## src/rtl/simseq_pkg.sv

```systemverilog
package simseq_pkg;

    localparam int SQ_NCH_DEF    = 4;
    localparam int SQ_DW_DEF     = 12;
    localparam int SQ_CONV_DEF   = 14;

    typedef enum logic [1:0] {
        SQ_IDLE = 2'd0,
        SQ_CONV = 2'd1,
        SQ_DONE = 2'd2
    } sq_state_t;

endpackage

```

## src/rtl/simseq_edge.sv

```systemverilog
module simseq_edge #(
    parameter logic RST_VAL = 1'b1
) (
    input  logic clk,
    input  logic rst,
    input  logic din,
    output logic rise
);
    logic prev_q;

    always_ff @(posedge clk) begin
        if (rst) prev_q <= RST_VAL;
        else     prev_q <= din;
    end

    assign rise = din & ~prev_q;
endmodule

```

## src/rtl/simseq_selreg.sv

```systemverilog
module simseq_selreg #(
    parameter int NCH = 4
) (
    input  logic           clk,
    input  logic           rst,
    input  logic           cs_n,
    input  logic           rd_n,
    input  logic           wr_n,
    input  logic [NCH-1:0] din,
    output logic [NCH-1:0] sel_q
);
    logic wr_rise;

    simseq_edge #(.RST_VAL(1'b1)) u_wr_edge (
        .clk  (clk),
        .rst  (rst),
        .din  (wr_n),
        .rise (wr_rise)
    );

    always_ff @(posedge clk) begin
        if (rst)                          sel_q <= '0;
        else if (wr_rise && !cs_n && rd_n) sel_q <= din;
    end
endmodule

```

## src/rtl/simseq_pick.sv

```systemverilog
module simseq_pick #(
    parameter int NCH = 4,
    localparam int IW = (NCH > 1) ? $clog2(NCH) : 1
) (
    input  logic [NCH-1:0] mask,
    output logic           found,
    output logic [IW-1:0]  idx,
    output logic [NCH-1:0] rest
);
    logic [NCH-1:0] lowest;

    // one-hot of the lowest set bit, built per bit
    for (genvar g = 0; g < NCH; g++) begin : g_low
        if (g == 0) begin : g_first
            assign lowest[g] = mask[g];
        end else begin : g_rest
            assign lowest[g] = mask[g] & ~(|mask[g-1:0]);
        end
    end

    always_comb begin
        idx = '0;
        for (int i = 0; i < NCH; i++) begin
            if (lowest[i]) idx = IW'(i);
        end
    end

    assign found = |mask;
    assign rest  = mask & ~lowest;
endmodule

```

## src/rtl/simseq_seq.sv

```systemverilog
module simseq_seq
    import simseq_pkg::*;
#(
    parameter int NCH         = SQ_NCH_DEF,
    parameter int DW          = SQ_DW_DEF,
    parameter int CONV_CYCLES = SQ_CONV_DEF
) (
    input  logic                   clk,
    input  logic                   rst,
    input  logic                   conv_start,
    input  logic                   standby_n,
    input  logic                   hw_sw_sel,
    input  logic [NCH-1:0]         sel_pins,
    input  logic                   cs_n,
    input  logic                   rd_n,
    input  logic                   wr_n,
    input  logic [NCH-1:0]         bus_din,
    input  logic [DW-1:0]          adc_result,
    output logic [NCH-1:0]         sh_hold,
    output logic                   busy,
    output logic                   eoc_n,
    output logic [$clog2(NCH)-1:0] adc_chan,
    output logic [DW-1:0]          conv_data,
    output logic [$clog2(NCH)-1:0] conv_chan
);
    localparam int IW = $clog2(NCH);
    localparam int TW = $clog2(CONV_CYCLES);
    localparam logic [TW-1:0] T_LAST = TW'(CONV_CYCLES - 1);

    sq_state_t      state;
    logic           start_rise;
    logic           go;
    logic [NCH-1:0] sw_sel;
    logic [NCH-1:0] cand_sel;
    logic [NCH-1:0] pending;
    logic [NCH-1:0] pick_in;
    logic           pick_found;
    logic [IW-1:0]  pick_idx;
    logic [NCH-1:0] pick_rest;
    logic [IW-1:0]  chan_q;
    logic [TW-1:0]  tick;
    logic           busy_q;
    logic           eoc_q;
    logic [DW-1:0]  data_q;
    logic [IW-1:0]  dchan_q;

    simseq_edge #(.RST_VAL(1'b1)) u_start_edge (
        .clk  (clk),
        .rst  (rst),
        .din  (conv_start),
        .rise (start_rise)
    );

    simseq_selreg #(.NCH(NCH)) u_selreg (
        .clk   (clk),
        .rst   (rst),
        .cs_n  (cs_n),
        .rd_n  (rd_n),
        .wr_n  (wr_n),
        .din   (bus_din),
        .sel_q (sw_sel)
    );

    assign cand_sel = hw_sw_sel ? sw_sel : sel_pins;
    assign go       = start_rise && standby_n && (state == SQ_IDLE);
    assign pick_in  = (state == SQ_IDLE) ? cand_sel : pending;

    simseq_pick #(.NCH(NCH)) u_pick (
        .mask  (pick_in),
        .found (pick_found),
        .idx   (pick_idx),
        .rest  (pick_rest)
    );

    always_ff @(posedge clk) begin
        if (rst) begin
            state   <= SQ_IDLE;
            busy_q  <= 1'b0;
            eoc_q   <= 1'b1;
            pending <= '0;
            chan_q  <= '0;
            tick    <= '0;
            data_q  <= '0;
            dchan_q <= '0;
        end else begin
            unique case (state)
                SQ_IDLE: begin
                    eoc_q <= 1'b1;
                    if (go) begin
                        busy_q <= 1'b1;
                        tick   <= '0;
                        if (pick_found) begin
                            chan_q  <= pick_idx;
                            pending <= pick_rest;
                            state   <= SQ_CONV;
                        end else begin
                            state   <= SQ_DONE;
                        end
                    end
                end
                SQ_CONV: begin
                    if (tick == T_LAST) begin
                        eoc_q   <= 1'b0;
                        data_q  <= adc_result;
                        dchan_q <= chan_q;
                        tick    <= '0;
                        if (pick_found) begin
                            chan_q  <= pick_idx;
                            pending <= pick_rest;
                        end else begin
                            state   <= SQ_DONE;
                        end
                    end else begin
                        eoc_q <= 1'b1;
                        tick  <= tick + 1'b1;
                    end
                end
                SQ_DONE: begin
                    busy_q <= 1'b0;
                    eoc_q  <= 1'b1;
                    state  <= SQ_IDLE;
                end
                default: state <= SQ_IDLE;
            endcase
        end
    end

    assign sh_hold   = {NCH{busy_q}};
    assign busy      = busy_q;
    assign eoc_n     = eoc_q;
    assign adc_chan  = chan_q;
    assign conv_data = data_q;
    assign conv_chan = dchan_q;
endmodule

```

## config.mk

```make
export PLATFORM = sky130hd
export DESIGN_NAME = simseq_seq
export DESIGN_NICKNAME = d
export VERILOG_FILES = /design/src/rtl/simseq_pkg.sv /design/src/rtl/simseq_edge.sv /design/src/rtl/simseq_selreg.sv /design/src/rtl/simseq_pick.sv /design/src/rtl/simseq_seq.sv
export SDC_FILE = /design/constraint.sdc
export NUM_CORES = 1
export LEC_CHECK = 0
export BUFFER_PORTS_ARGS = -buffer_cell sky130_fd_sc_hd__buf_4
export CAP_MARGIN = 10
export CORE_MARGIN = 5
export CORE_UTILIZATION = 25
export CTS_BUF_LIST = sky130_fd_sc_hd__clkbuf_16
export DETAILED_ROUTE_END_ITERATION = 10
export PLACE_DENSITY = 0.49
export SLEW_MARGIN = 20
export SYNTH_ARGS = -nofsm -noshare
export SYNTH_HDL_FRONTEND = slang
export SYNTH_HIERARCHICAL = 1
export SYNTH_SLANG_ARGS = --single-unit
```

## constraint.sdc

```tcl
create_clock -name clk -period 4.6 [get_ports clk]
set_input_delay 0.69 -clock clk [delete_from_list [all_inputs] [get_ports clk]]
set_output_delay 0.69 -clock clk [all_outputs]
set_load 0.005 [all_outputs]
```

# After elaboration in Yosys (flattened, before gate mapping)
# Cells that the tools add are included.
[totals] register_bits=34 output_inout_bits=22
[op_classes] n_reduce_logical=18 add_sub_neg=1 n_mux=25 bitwise_logic=12 eq_ne=6
[ops] op="4-bit 2-to-1 mux" n=7
[ops] op="2-bit 2-to-1 mux" n=9
[ops] op="4-bit one-hot mux with 2 select lines" n=2
[ops] op="2-bit one-hot mux with 2 select lines" n=2
[ops] op="2-bit != test, second input constant" n=3
[ops] op="2-bit AND reduction" n=3
[ops] op="3-bit AND reduction" n=2
[ops] op="2-bit nonzero test" n=3
[ops] op="1-bit bitwise AND" n=5
[ops] op="1-bit inverter" n=5
[ops] op="4-bit by 1-bit adder with 4-bit output, second input constant" n=1
[ops] op="4-bit bitwise AND" n=1
[ops] op="4-bit == test, second input constant" n=1
[ops] op="1-bit logical AND" n=4
[ops] op="4-bit inverter" n=1
[ops] op="1-bit one-hot mux with 2 select lines" n=2
[ops] op="2-bit OR reduction" n=2
[ops] op="4-bit OR reduction" n=1
[ops] op="1-bit 2-to-1 mux" n=3
[ops] op="3-bit OR reduction" n=1
[ops] op="2-bit by 1-bit == test with 1-bit output, second input constant" n=1
[ops] op="2-bit == test, second input constant" n=1
[ops] op="2-bit zero test" n=1
[ops] op="1-bit zero test" n=1

# Depth between registers and ports, before layout
[logic_depth] word_depth=10 ltp_mapped=10 mapped_depth_nobuf=8

# By module
# Netlist, hierarchy kept.
[by_module_without_submodules] mod="simseq_seq" seq_area_each_um2=560.5 area_per_inst_um2=1310.0 cells_each=150 instances=1
[by_module_without_submodules] mod="simseq_selreg" seq_area_each_um2=80.1 area_per_inst_um2=190.2 cells_each=18 instances=1
[by_module_without_submodules] mod="simseq_edge" seq_area_each_um2=20.0 area_per_inst_um2=32.5 cells_each=3 instances=2
[by_module_without_submodules] mod="simseq_pick" seq_area_each_um2=0.0 area_per_inst_um2=65.1 cells_each=12 instances=1

# Worst setup path after synthesis
# No wires, ideal clock.
[synth_timing] kind="input-to-reg" from="input port hw_sw_sel" to="register chan_q[0] (netlist: adc_chan[0])" arrival_time_ns=2.278 path_stages=8 path_slack_ns=2.250 cell_sequence="buf_1 mux2i_1 o21ai_0 nor2_1 nand2_1 inv_1 a2111oi_4 mux2i_1"
[synth_between] elab_cells_between_ends=18
[synth_rtl] item="start: declaration" line="simseq_seq.sv:12" text="input logic hw_sw_sel,"
[synth_rtl] item="4-bit 2-to-1 mux (*)" line="simseq_seq.sv:64" text="assign cand_sel = hw_sw_sel ? sw_sel : sel_pins;"
[synth_rtl] item="4-bit 2-to-1 mux (*)" line="simseq_seq.sv:66" text="assign pick_in = (state == SQ_IDLE) ? cand_sel : pending;"
[synth_rtl] item="named net pick_in[1]" line="simseq_seq.sv:36" text="logic [NCH-1:0] pick_in;"
[synth_rtl] item="4-bit OR reduction (*)" line="simseq_pick.sv:28" text="assign found = |mask;"
[synth_rtl] item="named net pick_found" line="simseq_seq.sv:37" text="logic pick_found;"
[synth_rtl] item="2-bit 2-to-1 mux (*)" line="simseq_seq.sv:92, simseq_seq.sv:107"
[synth_rtl] item="2-bit 2-to-1 mux (on tied branches)" line="simseq_seq.sv:102, simseq_seq.sv:89"
[synth_rtl] item="2-bit one-hot mux with 2 select lines (*)" line="simseq_seq.sv:86" text="unique case (state)"
[synth_rtl] item="end signal: assignment" line="simseq_seq.sv:93" text="chan_q <= pick_idx;"
[synth_rtl] item="end signal: assignment" line="simseq_seq.sv:108" text="chan_q <= pick_idx;"
[synth_rtl] item="end: declaration" line="simseq_seq.sv:40" text="logic [IW-1:0] chan_q;"
# Mark *: on every way through the listed nets, which the timed path passes. The rest lies on a longest branch. The select of a mux whose other input is x is not followed.
# A chain may end at the register's enable or synchronous reset.

# Worst setup path after layout
[layout_timing] from="register state[1]" to="register pending[2]"
[layout_between] elab_cells_between_ends=18
[layout_rtl] item="start: declaration" line="simseq_seq.sv:30" text="sq_state_t state;"
[layout_rtl] item="start signal: assignment" line="simseq_seq.sv:77" text="state <= SQ_IDLE;"
[layout_rtl] item="start signal: assignment" line="simseq_seq.sv:95" text="state <= SQ_CONV;"
[layout_rtl] item="start signal: assignment" line="simseq_seq.sv:97" text="state <= SQ_DONE;"
[layout_rtl] item="2-bit zero test (*)" line="simseq_seq.sv:66"
[layout_rtl] item="4-bit 2-to-1 mux (*)" line="simseq_seq.sv:66"
[layout_rtl] item="named net pick_in[1]" line="simseq_seq.sv:36"
[layout_rtl] item="4-bit OR reduction (*)" line="simseq_pick.sv:28"
[layout_rtl] item="named net pick_found" line="simseq_seq.sv:37"
[layout_rtl] item="4-bit 2-to-1 mux (*)" line="simseq_seq.sv:92, simseq_seq.sv:107"
[layout_rtl] item="4-bit 2-to-1 mux (on tied branches)" line="simseq_seq.sv:102, simseq_seq.sv:89"
[layout_rtl] item="4-bit one-hot mux with 2 select lines (*)" line="simseq_seq.sv:86"
[layout_rtl] item="end signal: assignment" line="simseq_seq.sv:94" text="pending <= pick_rest;"
[layout_rtl] item="end signal: assignment" line="simseq_seq.sv:109" text="pending <= pick_rest;"
[layout_rtl] item="end: declaration" line="simseq_seq.sv:35" text="logic [NCH-1:0] pending;"
# Marks and branches as above.

==> summary.txt <==
DR WL/cell -> 13.0 um
final worst-path cycle share -> 0.522
ys async rst share -> 0
slowest CP cell -> a2111oi_4
DR iter-0 viols -> 99
largest cells by area after synthesis -> dfxtp_1 (42%), nand2b_1 (8.8%), mux2i_1 (8.6%)
Critical Path Start Type -> flip-flop
GPL Wtd Cong -> 0.768
Post-synth top cells -> dfxtp_1 (34), nand2b_1 (23), a21oi_1 (20), o21ai_0 (20), nand3_1 (16)
critical path depth -> 7
first-pass GRT wire length -> 6.73 mm
Max stage delay on crit path -> 560 ps
reg2reg path depth -> 7
HPWL after detailed placement -> 2.62 mm
crit-path max FO -> 10
CP Cell Sequence -> or2_2 -> o21ai_0 -> nor2_1 -> nand2_1 -> inv_1 -> a2111oi_4 -> mux2i_1
Clock transition at path regs -> 50 ps
overall die width -> 90.8 um
most frequent cell after synthesis -> dfxtp_1
Final min period -> 2400 ps
WS Path Type -> flip-flop to flip-flop
final setup vio count -> 0
PwrDens -> 353 mW/mm^2
dominant cell type by area after synthesis -> dfxtp_1
vias post-DR -> 1,433
Worst path top cell family by delay -> compound AO/OA/AOI/OAI gates
LEAKAGE -> 0.836 nW
number of enable flip-flop cells after synthesis -> 0
fin worst setup slack -> 2200 ps
count of cell types in the netlist -> 34
WHS Endpoint -> u_selreg/sel_q[0]
Tot Pwr -> 0.764 mW
Worst Hold Launch -> u_selreg/sel_q[0]
syn_nets -> 216
antenna cells -> 0
grt ovf -> 0
die span in y -> 90.8 um
outcome -> complete, no violations
Worst VDD drop -> 175 uV
CTS resizes -> 0
Area growth, synth to finish -> 32.9%
post-layout instance count excluding filler cells -> 303
clk sinks -> 34
Setup WS pre-CTS -> 2060 ps
Post-CTS Setup Inserts -> 0
reg2reg start -> state[1]
Worst R2R End -> pending[2]
Cells after Synth -> 186
Primary FF master, synth -> dfxtp_1
initial antenna violation count -> 0
flop-to-flop setup slack -> 2200 ps
fmax -> 0.416 GHz
Clock Root Buffer -> clkbuf_16
largest net degree at the start of global routing -> 45
Initial Utilization -> 0.257
drc violations -> 0
CP bufs+invs -> 1
die area -> 0.00824 sq mm
Rel. slew slack -> 0.545
Worst setup EP type -> flip-flop
Warnings, synthesis -> 6
hold_buf cts -> 0
max cap viols -> 0
skew final -> 2.58 ps
fin area -> 0.00217 sq mm
Final Hold Viols -> 0
CTS max path bufs -> 2
Hold Path Class -> flip-flop to flip-flop
layout cell share with drive strength beyond 1 -> 0.265
Least-Margin Pin Slew -> 682 ps
IO buf count -> 49
Tot GR Track Use -> 0.0968
TritonCTS Buffers -> 5
Row Count -> 29
final net count -> 255
Min Hold Slack -> 466 ps
Cell Area, Synth -> 0.00163 sq mm
worst-skew pair later-pin latency -> 270 ps
placed insts -> 295
Fin Setup TNS -> 0 ps
Yosys reg bits -> 34
Seq/Total Area, Yosys -> 0.417
Avg Cell Area, Syn -> 8.77 sq um
core box area -> 0.00635 sq mm
Pre-Repair DR Iteration Count -> 4
RSZ-0062 raised after global routing -> no
Worst EP required -> 4800 ps
fin util -> 0.341
vias per cell -> 4.73
Synth top area share -> 0.417
hold path depth -> 2
I/O pin cnt -> 50
dpl cell area -> 0.00200 sq mm
htree depth -> 2
Slew Limit Fails -> 0
Antenna Nets Post-Route -> 0
Arrival @ worst endpoint -> 2600 ps
final wirelength -> 3.94 mm
CTS tree -> done
vias in the first global route -> 1,470
==> worst reg2reg max path: cells and delay by family (launching register included) <==
family	cells	cell delay, ps
AND/OR/NAND/NOR	3	630
AO/OA/AOI/OAI	2	960
multiplexers	1	250
buffers and inverters	1	80
flip-flops	1	410
==> layout by cell type (no fill, tap or decap), drive strengths merged, types with 2 or more instances in the layout <==
cell type,Yosys,final
ha,2,2
o21ai,20,20
inv,4,6
or2,3,3
nor2,4,4
mux2i,14,14
buf,11,50
a21oi,20,20
nand2,5,5
clkbuf,7,5
a211oi,2,2
dfxtp,34,34
nand2b,23,23
nor2b,4,4
a311oi,2,2
or3,2,2
nand3,17,17
==> power by group <==
part	switching, mW	total [mW]	leakage (nW)	internal [mW]
Clock	0.117	0.369	0.0864	0.251
Sequential	0.00724	0.308	0.275	0.301
Combinational	0.0461	0.0873	0.474	0.0413
Total	0.171	0.764	0.836	0.594
==> worst max path at each step <==
stage	startpoint	endpoint	slack [ps]
after floorplan	hw_sw_sel	adc_chan[0]	2250
after global placement	hw_sw_sel	pending[2]	2120
after detailed placement	hw_sw_sel	adc_chan[0]	2060
after CTS	state[1]	pending[2]	2150
after global routing	state[1]	adc_chan[0]	1910
final	state[1]	pending[2]	2200
==> cells by family (layout without fill, tap and decap cells) <==
family / Yosys count / in the layout / share of synthesized area
other: 1 / 1 / 0.00230
AOI/OAI and AO/OA: 49 / 49 / 0.180
DFF: 34 / 34 / 0.417
muxes: 14 / 14 / 0.0860
and+or+nand+nor: 64 / 64 / 0.229
buffers and inverters: 22 / 62 / 0.0691
adders and majority gates: 2 / 2 / 0.0153
==> cell type report <==
type,count,area [sq um]
Sequential cell,34,681
Fill cell,661,4180
Clock buffer,5,125
Timing Repair Buffer,50,375
Multi-Input combinational cell,130,837
Inverter,4,15.0
Clock inverter,3,37.5
Tap cell,77,96.3
==> sequential cells by signal (all words and copies together), names as in the netlist <==
register,flops
eoc_n,1
pending,4
u_selreg/u_wr_edge/prev_q,1
conv_data,12
busy,1
conv_chan,2
u_start_edge/prev_q,1
tick,4
u_selreg/sel_q,4
adc_chan,2
state,2
==> metal layers <==
| metal | share of wire | routed length [um] | up-vias | global-route usage |
|---|---|---|---|---|
| met2 | 0.44 | 1730 | 32 | 0.145 |
| met1 | 0.51 | 1990 | 673 | 0.131 |
| met4 | 0.012 | 48 | 0 | 0.0298 |
| li1 | - | - | 723 | - |
| met3 | 0.043 | 168 | 5 | 0.0325 |
| met5 | 0 | 0 | - | 0 |
Power figures use the tool's default switching activity.
